**src/rtl/irq_pkg.sv**
```systemverilog
package irq_pkg;

  typedef enum logic {
    PIN_PUSHPULL  = 1'b0,
    PIN_OPENDRAIN = 1'b1
  } pin_mode_e;

  typedef struct packed {
    logic lvl;
    logic oe;
  } pin_drive_t;

  // sticky flag update: a set in the same cycle as a clear wins
  function automatic logic next_pend(input logic pend, input logic clr, input logic set);
    return (pend & ~clr) | set;
  endfunction

  // pin value for an active-low request in the chosen mode
  function automatic pin_drive_t pin_value(input pin_mode_e mode, input logic active);
    pin_drive_t d;
    if (mode == PIN_OPENDRAIN) begin
      d.lvl = 1'b0;
      d.oe  = active;
    end else begin
      d.lvl = ~active;
      d.oe  = 1'b1;
    end
    return d;
  endfunction

endpackage

```
**src/rtl/irq_sync.sv**
```systemverilog
module irq_sync #(
  parameter int W      = 8,
  parameter int STAGES = 2
) (
  input  logic         clk,
  input  logic         rst_n,
  input  logic [W-1:0] d,
  output logic [W-1:0] q,
  output logic [W-1:0] q_nxt
);
  localparam int LAST = STAGES - 1;

  logic [STAGES-1:0][W-1:0] chain_q;

  always_ff @(posedge clk or negedge rst_n) begin
    if (!rst_n) chain_q <= '0;
    else        chain_q <= {chain_q[LAST-1:0], d};
  end

  assign q     = chain_q[LAST];
  assign q_nxt = chain_q[LAST-1];
endmodule

```
**src/rtl/irq_chg_det.sv**
```systemverilog
module irq_chg_det
  import irq_pkg::*;
#(
  parameter int W = 8
) (
  input  logic         clk,
  input  logic         rst_n,
  input  logic         srst,
  input  logic [W-1:0] sync,
  input  logic [W-1:0] sync_nxt,
  input  logic [W-1:0] mask,
  input  logic         rd,
  output logic         stat_pend_o,
  output logic         now_hit_o,
  output logic         rd_hit_o
);
  logic [W-1:0] snap_q;
  logic [W-1:0] snap_d;
  logic         pend_q;
  logic         hit;

  function automatic logic [W-1:0] masked_diff(input logic [W-1:0] a, input logic [W-1:0] b,
                                               input logic [W-1:0] m);
    return (a ^ b) & ~m;
  endfunction

  // masked bits keep following the input so unmasking finds no stale difference
  for (genvar i = 0; i < W; i++) begin : g_snap
    assign snap_d[i] = (srst | rd | mask[i]) ? sync[i] : snap_q[i];
  end

  assign now_hit_o = |masked_diff(sync, snap_q, mask);
  assign rd_hit_o  = |masked_diff(sync_nxt, sync, mask);
  assign hit       = rd ? rd_hit_o : now_hit_o;

  always_ff @(posedge clk or negedge rst_n) begin
    if (!rst_n) begin
      snap_q <= '0;
      pend_q <= 1'b0;
    end else begin
      snap_q <= snap_d;
      pend_q <= srst ? 1'b0 : next_pend(pend_q, rd, hit);
    end
  end

  assign stat_pend_o = pend_q;

  p_hold_pend_r5: assert property (@(posedge clk) disable iff (!rst_n)
    pend_q && !rd && !srst |=> pend_q);
  p_read_clear_r6: assert property (@(posedge clk) disable iff (!rst_n)
    rd && !srst && !rd_hit_o |=> !pend_q);
  p_rd_race_r7: assert property (@(posedge clk) disable iff (!rst_n)
    rd && !srst && rd_hit_o |=> pend_q);
  p_quiet_r4: assert property (@(posedge clk) disable iff (!rst_n)
    !pend_q && !rd && !srst && !now_hit_o |=> !pend_q);
endmodule

```
**src/rtl/irq_evt_latch.sv**
```systemverilog
module irq_evt_latch
  import irq_pkg::*;
(
  input  logic clk,
  input  logic rst_n,
  input  logic srst,
  input  logic evt,
  input  logic arm,
  input  logic clr,
  output logic set_o,
  output logic pend_o
);
  logic pend_q;

  assign set_o = evt & arm;

  always_ff @(posedge clk or negedge rst_n) begin
    if (!rst_n) pend_q <= 1'b0;
    else        pend_q <= srst ? 1'b0 : next_pend(pend_q, clr, set_o);
  end

  assign pend_o = pend_q;

  p_arm_set_r8: assert property (@(posedge clk) disable iff (!rst_n)
    evt && arm && !srst |=> pend_q);
  p_unarmed_r8: assert property (@(posedge clk) disable iff (!rst_n)
    !pend_q && !srst && !(evt && arm) |=> !pend_q);
endmodule

```
**src/rtl/irq_pin_drv.sv**
```systemverilog
module irq_pin_drv
  import irq_pkg::*;
(
  input  pin_mode_e mode,
  input  logic      active,
  output logic      lvl_o,
  output logic      oe_o
);
  pin_drive_t drv;

  assign drv   = pin_value(mode, active);
  assign lvl_o = drv.lvl;
  assign oe_o  = drv.oe;
endmodule

```
**src/rtl/chg_irq_ctrl.sv**
```systemverilog
module chg_irq_ctrl
  import irq_pkg::*;
#(
  parameter int NBITS       = 8,
  parameter int SYNC_STAGES = 2
) (
  input  logic             clk,
  input  logic             rst_n,
  input  logic             soft_rst,
  input  logic [NBITS-1:0] stat_in,
  input  logic [NBITS-1:0] stat_mask,
  input  logic             rd_stat,
  output logic [NBITS-1:0] stat_rdata,
  input  logic             txd_new,
  input  logic             txd_arm,
  input  logic             rd_txd,
  input  logic             od_mode,
  output logic             irq_n_o,
  output logic             irq_oe_o
);
  localparam int STAGES = (SYNC_STAGES < 2) ? 2 : SYNC_STAGES;

  logic [NBITS-1:0] stat_sync;
  logic [NBITS-1:0] stat_sync_nxt;
  logic             stat_pend;
  logic             txd_pend;
  logic             stat_now_hit;
  logic             stat_rd_hit;
  logic             txd_set;
  logic             irq_act;

  irq_sync #(.W(NBITS), .STAGES(STAGES)) i_sync (
    .clk   (clk),
    .rst_n (rst_n),
    .d     (stat_in),
    .q     (stat_sync),
    .q_nxt (stat_sync_nxt)
  );

  irq_chg_det #(.W(NBITS)) i_chg (
    .clk         (clk),
    .rst_n       (rst_n),
    .srst        (soft_rst),
    .sync        (stat_sync),
    .sync_nxt    (stat_sync_nxt),
    .mask        (stat_mask),
    .rd          (rd_stat),
    .stat_pend_o (stat_pend),
    .now_hit_o   (stat_now_hit),
    .rd_hit_o    (stat_rd_hit)
  );

  irq_evt_latch i_txd (
    .clk    (clk),
    .rst_n  (rst_n),
    .srst   (soft_rst),
    .evt    (txd_new),
    .arm    (txd_arm),
    .clr    (rd_txd),
    .set_o  (txd_set),
    .pend_o (txd_pend)
  );

  assign irq_act    = stat_pend | txd_pend;
  assign stat_rdata = stat_sync;

  irq_pin_drv i_pin (
    .mode   (pin_mode_e'(od_mode)),
    .active (irq_act),
    .lvl_o  (irq_n_o),
    .oe_o   (irq_oe_o)
  );

  p_pp_idle_r1: assert property (@(posedge clk) disable iff (!rst_n)
    !od_mode && !stat_pend && !txd_pend |-> irq_n_o && irq_oe_o);
  p_od_drive_r2: assert property (@(posedge clk) disable iff (!rst_n)
    od_mode && (stat_pend || txd_pend) |-> irq_oe_o && !irq_n_o);
  p_srst_r10: assert property (@(posedge clk) disable iff (!rst_n)
    soft_rst |=> !stat_pend && !txd_pend);
  p_txd_survives_r9: assert property (@(posedge clk) disable iff (!rst_n)
    rd_stat && !soft_rst && txd_pend && !rd_txd |=> txd_pend);
  p_stat_survives_r9: assert property (@(posedge clk) disable iff (!rst_n)
    rd_txd && !soft_rst && stat_pend && !rd_stat |=> stat_pend);
  p_no_spurious_r3: assert property (@(posedge clk) disable iff (!rst_n)
    !irq_act && !stat_now_hit && !stat_rd_hit && !txd_set |=> !irq_act);
endmodule

```
**config.mk**
```make
export PLATFORM = sky130hd
export DESIGN_NAME = chg_irq_ctrl
export DESIGN_NICKNAME = d
export VERILOG_FILES = /design/src/rtl/irq_pkg.sv /design/src/rtl/irq_sync.sv /design/src/rtl/irq_chg_det.sv /design/src/rtl/irq_evt_latch.sv /design/src/rtl/irq_pin_drv.sv /design/src/rtl/chg_irq_ctrl.sv
export SDC_FILE = /design/constraint.sdc
export NUM_CORES = 1
export LEC_CHECK = 0
export BUFFER_PORTS_ARGS = -buffer_cell sky130_fd_sc_hd__buf_2
export CAP_MARGIN = 10
export CORE_MARGIN = 10
export CORE_UTILIZATION = 44
export CTS_CLUSTER_SIZE = 14
export DETAILED_ROUTE_END_ITERATION = 10
export GPL_ROUTABILITY_DRIVEN = 0
export PLACE_DENSITY = 0.78
export SLEW_MARGIN = 15
export SYNTH_ARGS = -nofsm -noshare
export SYNTH_HDL_FRONTEND = slang
export SYNTH_SLANG_ARGS = --single-unit
```
**constraint.sdc**
```tcl
create_clock -name clk -period 3.9 [get_ports clk]
set_clock_uncertainty 0.05 [all_clocks]
set_input_delay 0.195 -clock clk [delete_from_list [all_inputs] [get_ports clk]]
set_output_delay 0.195 -clock clk [all_outputs]
set_load 0.01 [all_outputs]
```
==> metrics, run 1 <==
outcome finished clean; initial antenna violation count 0; Root Driver clkbuf_4; Setup violations, final 0; drt first pass iters 2; Compound-Gate Fraction of Synth Area 4.567%; setup TNS 0 ns; Final Hold Vio Count 0; adder-cell share of the synthesized area 0%; Leak 0.6184 nW; Reg clk slew, reported paths 0.14 ns; hpwl dp 1727 um; sequential share of the synthesized area 62.50%; CTS tree built; CP max FO 4; pin count of the biggest net entering global routing 27; Die X 68.64 um; GRT Util Overall 9.917%; largest buffer count on any clock path 2; I/O pin count 34; area delta synth->final 33.53%; largest family of logic cells by synthesized area XOR/XNOR gates; post-synthesis xor/xnor area fraction 13.46%; WL final 2134 um; Least-Margin Pin Slew 0.5407 ns; total gr overflow 0; critical path endpoint category flop; PortBufs 33; H-tree depth 1; Post-CTS Repair Setup Buffers 0; RSZ-0062 raised after global routing false; Sink Count 26; PwrDens 399.3 nW/um^2; DR vias 759; Die Y 68.64 um; Synth Area in Simple Gates 10.46%; Worst-Skew Late Latency 0.32 ns; DRC 0; Final Cycle Share 41.65%; Slew headroom 63.95%; routed vias/inst 4.897; multiplexer area fraction after synthesis 8.654%; Seq cells post-synth 26; nets@finish 152; Synth Cell Area 1041 um^2; initial DRC count 8; antenna viol nets, final 0; CP startpoint kind flop; total die area 4711 um^2; Tot Pwr 0.0005551 W; layout cells sized above 1 30.71%; Cell Rows 17; number of global-route vias before repair 859; Final Slew Violations 0; Yosys cell types 16; Worst Path Arrival 1.79 ns; first-pass GRT wire length 3622 um; worst setup path category flop to flop; synthesized area per cell 12.85 um^2; DR WL/cell 13.77 um; total CTS buffers 3; CP required 4.07 ns; Max Clk Rate 615.6 MHz; Tmin final 1.624 ns; gate count of the mapped netlist 81; core area 2233 um^2; Post-Syn Nets 105; peak supply drop 0.2345 mV; initial core utilization 46.61%; Antenna Cells 0; YS warnings 0; Hold Crit Class primary input to flop; Max-Cap Viols 0
registers in the layout, summed over array words and instances, names as in the netlist:
signal             flops
i_sync.q_nxt           8
i_chg.snap_q           8
i_sync.q               8
i_txd.pend_o           1
i_chg.stat_pend_o      1
power by group:
part / total [W] / switching (W) / internal, W
logic: 0.0000732 / 0.0000316 / 0.0000416
clock network: 0.000183 / 0.0000789 / 0.000104
registers: 0.000299 / 0.0000136 / 0.000285
total: 0.000555 / 0.000124 / 0.000431
through the flow:
stage                     hold WS [ns]  cell area [um^2]  instances  worst slack, ns  util (%)
after floorplan                -0.1506              1041         81            2.347         -
after global placement          0.1637              1237        141            2.364     55.41
after detailed placement        0.1724              1237        141            2.320     55.41
after CTS                      0.04349              1390        155            2.279     62.24
after global routing           0.05155              1390        155            2.146     62.24
final                          0.05180              1390        155            2.276     62.24
worst paths after layout:
| check | start | cells after the start | slack (ns) | to |
|---|---|---|---|---|
| worst max-delay path | i_sync.q[3] | 5 | 2.28 | i_chg.stat_pend_o |
| worst min register to register | i_sync.q_nxt[4] | 0 | 0.36 | i_sync.q[4] |
| max in group asynchronous | rst_n | 2 | 3.11 | i_chg.snap_q[4] |
| min in group asynchronous | rst_n | 2 | 0.33 | i_sync.q_nxt[3] |
| worst max register to register | i_sync.q[3] | 5 | 2.28 | i_chg.stat_pend_o |
| worst min-delay path | txd_arm | 3 | 0.05 | i_txd.pend_o |
routing by layer:
metal  wire (um)  track usage [%]
met1         886            10.38
met2        1084            18.32
met3         145            2.738
met4          17            3.769
met5           0                0
critical path: stages, from the launching register on:
cell	delay, ns
dfrtp_1	0.46
xnor2_1	0.16
o22ai_1	0.08
or4_1	0.54
nor4_2	0.15
nor3_1	0.08
layout by cell type, fill, tap and decap left out, drive strengths merged:
master       count
bufinv           1
nor3             3
dlygate4sd3     10
xnor2           16
nand2            2
dfrtp           26
nor4             1
a21oi            1
or4              1
nor2            12
nand2b           1
buf             33
o21ai            1
or2              1
o22ai            6
or3              1
clkbuf           3
mux2             8
area by class of cell:
cell class                 count  area [um^2]
multi-input combinational     54        386.6
tap                           28        35.03
clock buffer                   3        22.52
clock inverter                 1        30.03
timing repair buffer          43        265.3
sequential                    26        650.6
fill                         185        843.3
Yosys cell counts:
cell,count,area share (%)
clkbuf_1,1,0.36
o21ai_0,1,0.48
nand2_1,2,0.72
nor2_1,11,4.0
a21oi_1,1,0.48
or4_1,1,0.72
nor4_2,1,1.2
nor2_2,1,0.60
mux2_1,8,8.7
dfrtp_1,26,62
nor3_1,3,1.4
or3_1,1,0.60
nand2b_1,1,0.60
xnor2_1,16,13
or2_1,1,0.60
o22ai_1,6,3.6
cells by family after synthesis:
family,count (synthesis)
buffers and inverters,1
muxes,8
xor gates and xnor gates,16
AOI/OAI and AO/OA,8
DFF,26
and+or+nand+nor,22
repair_timing:
| action | in CTS | in global routing |
|---|---|---|
| resized for setup | 0 | 0 |
| endpoints found under the hold margin | 36 | 0 |
| hold buffers | 10 | 0 |
(Power assumes the default switching activity.)
==> run 2: changes to the inputs <==
--- a/config.mk
+++ b/config.mk
@@ -5,6 +5,7 @@
 export SDC_FILE = /design/constraint.sdc
 export NUM_CORES = 1
 export LEC_CHECK = 0
+export ABC_AREA = 1
 export BUFFER_PORTS_ARGS = -buffer_cell sky130_fd_sc_hd__buf_2
 export CAP_MARGIN = 10
 export CORE_MARGIN = 10
@@ -12,7 +13,7 @@
 export CTS_CLUSTER_SIZE = 14
 export DETAILED_ROUTE_END_ITERATION = 10
 export GPL_ROUTABILITY_DRIVEN = 0
-export PLACE_DENSITY = 0.78
+export PLACE_DENSITY = 0.77
 export SLEW_MARGIN = 15
 export SYNTH_ARGS = -nofsm -noshare
 export SYNTH_HDL_FRONTEND = slang
==> constraint.sdc (replaced) <==
create_clock -name clk -period 1.6 [get_ports clk]
set_clock_uncertainty 0.05 [all_clocks]
set_input_delay 0.08 -clock clk [delete_from_list [all_inputs] [get_ports clk]]
set_output_delay 0.08 -clock clk [all_outputs]
set_load 0.01 [all_outputs]
==> run 2 against run 1 <==
Net effect: setup slack worse by 2.1 ns; flip-flop and latch count stayed put; register-to-register slack lost 2.1 ns; critical endpoint is now i_txd.pend_o; critical path depth shrank 1; sequential share of layout area decreased by 4.8 points; sequential power is 140% higher; fmax rose by 18%; wire length increased by 21%; combinational power increased to 2.7 times the previous value.
==> metrics, run 2 <==
Least-Margin Pin Slew 0.5637 ns (+0.02298 ns); DRC 0 (unchanged); PortBufs 33 (unchanged); Filler cells 223 (+21%); EDFF count, synth 0 (unchanged); Reg2Reg Depth 4 (-1); Worst-Skew Late Latency 0.32 ns (about the same); Die X 71.40 um (+4.0%); Placed Area 1354 um^2 (+9.4%); post-synthesis xor/xnor area fraction 0% (-13 points); Final Hold Vio Count 0 (unchanged); CP max FO 3 (-1); hpwl dp 1962 um (+14%); largest buffer count on any clock path 2 (unchanged); layout cells sized above 1 19.90% (-11 points); Tmin final 1.379 ns (-0.2452 ns); gate count of the mapped netlist 144 (+78%); peak supply drop 0.7757 mV (+230%); YS warnings 0 (unchanged); most frequent cell after synthesis nand2_1; number of global-route vias before repair 1057 (+23%); Multi-input gate area 402.9 um^2 (+4.2%); slowest stage cell, crit path dlygate4sd3_1; initial antenna violation count 0 (unchanged); initial core utilization 46.50% (-0.11 points); Root Driver clkbuf_4; Leak 0.8494 nW (+37%); DR vias 1072 (+41%); Reg clk slew, reported paths 0.13 ns (about the same); synth top area cells dfrtp_1 (56%), nand2_1 (12%), inv_1 (8.4%); sequential share of the synthesized area 55.97% (-6.5 points); share of Yosys cell area claimed by the top area cell type 55.97% (-6.5 points); Final Cycle Share 86.20% (+45 points); worst setup path category flop to flop; Compound-Gate Fraction of Synth Area 8.181% (+3.6 points); RSZ-0062 raised after global routing false; total die area 5097 um^2 (+8.2%); Slew headroom 62.42% (-1.5 points); largest stage delay on the critical path 0.54 ns (about the same); outcome finished clean; CP startpoint kind flop; Seq cells post-synth 26 (unchanged); drt first pass iters 4 (+2); Synth Area in Simple Gates 25.51% (+15 points); first-pass GRT wire length 4388 um (+21%); multiplexer area fraction after synthesis 0.9688% (-7.7 points); adder-cell share of the synthesized area 0% (unchanged); CP endpoint i_txd.pend_o; core area 2500 um^2 (+12%); Hold Crit Class primary input to flop; setup TNS 0 ns (unchanged); total gr overflow 0 (unchanged); RR Endpoint i_txd.pend_o; H-tree depth 1 (unchanged); nets@finish 221 (+45%); synthesized area per cell 8.072 um^2 (-37%); largest family of logic cells by synthesized area simple AND/OR/NAND/NOR gates; top cells by count, synth nand2_1 (38), dfrtp_1 (26), inv_1 (26); Sink Count 26 (unchanged); I/O pin count 34 (unchanged); final setup margin 0.2208 ns (-2.055 ns); # resized after CTS 0 (unchanged); Setup crit start i_txd.pend_o; initial DRC count 76 (+68); most frequent cells in the layout nand2_1 (38), buf_2 (33), inv_1 (26), dfrtp_1 (26), nor2_1 (20); Post-Syn Nets 168 (+60%); Die Y 71.40 um (+4.0%); total placed cells including tap cells 206 (+46%); Worst Hold Launch stat_mask[4]; Cell Rows 18 (+1); critical path endpoint category flop; Antenna Cells 0 (unchanged); Yosys cell types 15 (-1); Top FF cell, synth dfrtp_1; pre-CTS setup slack 0.4797 ns (-1.840 ns); ys async rst share 100.0% (unchanged); Final Slew Violations 0 (unchanged); GRT Util Overall 10.20% (+0.29 points); WL final 2591 um (+21%); DR WL/cell 11.46 um (-17%); post-route insts no fill 226 (+46%); Setup violations, final 0 (unchanged); Worst Path Arrival 1.55 ns (-0.24 ns); Max Clk Rate 725.1 MHz (+18%); flip-flop and latch area 650.6 um^2 (unchanged); most common cell after layout, fill and taps aside nand2_1; PwrDens 810.6 nW/um^2 (+100%); CP required 1.77 ns (-2.30 ns); area delta synth->final 33.37%; critical path, cell by cell inv_1, a2bb2oi_1, nor2_1, dlygate4sd3_1; Yosys top cell by area dfrtp_1; CTS tree built; Synth Cell Area 1162 um^2 (+12%); pin count of the biggest net entering global routing 27 (unchanged); Design Area, Final 1550 um^2 (+12%); worst hold slack 0.01799 ns (-0.03382 ns); Max-Cap Viols 0 (unchanged); RR Startpoint i_txd.pend_o; reg-to-reg slack, setup 0.22 ns (-2.05 ns); routed vias/inst 4.743 (-3.1%); total CTS buffers 3 (unchanged); antenna viol nets, final 0 (unchanged)
## run 2: worst max-delay path: cells and delay by family (launching register included)
family | cells | cell delay, ns
AO/OA/AOI/OAI | 1 | 0.15
buffers and inverters | 2 | 0.61
flip-flops | 1 | 0.42
AND/OR/NAND/NOR | 1 | 0.05
## run 2: worst min path at each step
| stage | to | slack, ns | depth (start not counted) |
|---|---|---|---|
| global placement | i_sync.q[4] | 0.06 | 1 |
| detailed placement | i_sync.q[4] | 0.06 | 1 |
| finish | i_chg.snap_q[4] | 0.02 | 3 |
| global route | i_chg.snap_q[2] | 0.02 | 3 |
| CTS | i_chg.snap_q[2] | 0.008 | 3 |
| floorplan | i_chg.snap_q[0] | -0.27 | 0 |
## run 2: metrics by stage
stage	power [W]	util (%)
global placement	0.0009054	54.15
finish	0.001257	62.01
global route	0.001336	62.01
floorplan	0.0008344	-
detailed placement	0.0009155	54.15
CTS	0.001278	62.01
## run 2: where the power goes
| group | internal (W) | switching, W |
|---|---|---|
| clock network | 0.000139 | 0.000188 |
| logic | 0.0000978 | 0.000104 |
| registers | 0.000696 | 0.0000326 |
## run 2: kinds of logic after synthesis
kind of cell | count (synthesis)
multiplexers | 1
AND/OR/NAND/NOR | 73
AO/OA/AOI/OAI | 17
buffers and inverters | 27
flip-flops | 26
## run 2: what timing repair did
| action | in CTS | in global routing |
|---|---|---|
| setup buffers | 0 | 0 |
| hold buffers | 16 | 0 |
| hold endpoints to repair | 41 | 0 |
## run 2: metal layers
metal	part of all wire [%]	vias up	GRT usage, %
met1	41	484	10.26
met5	0	-	0
li1	-	552	-
met2	50	34	18.63
met3	8.8	2	5.372
met4	0.23	0	1.290
## run 2: final cells by class
class                           count  share of cell area [%]
Sequential cell                    26                   41.97
Multi-Input combinational cell     91                   25.99
Timing Repair Buffer               49                   20.98
Inverter                           26                   6.295
Tap cell                           30                   2.421
Clock buffer                        4                   2.341
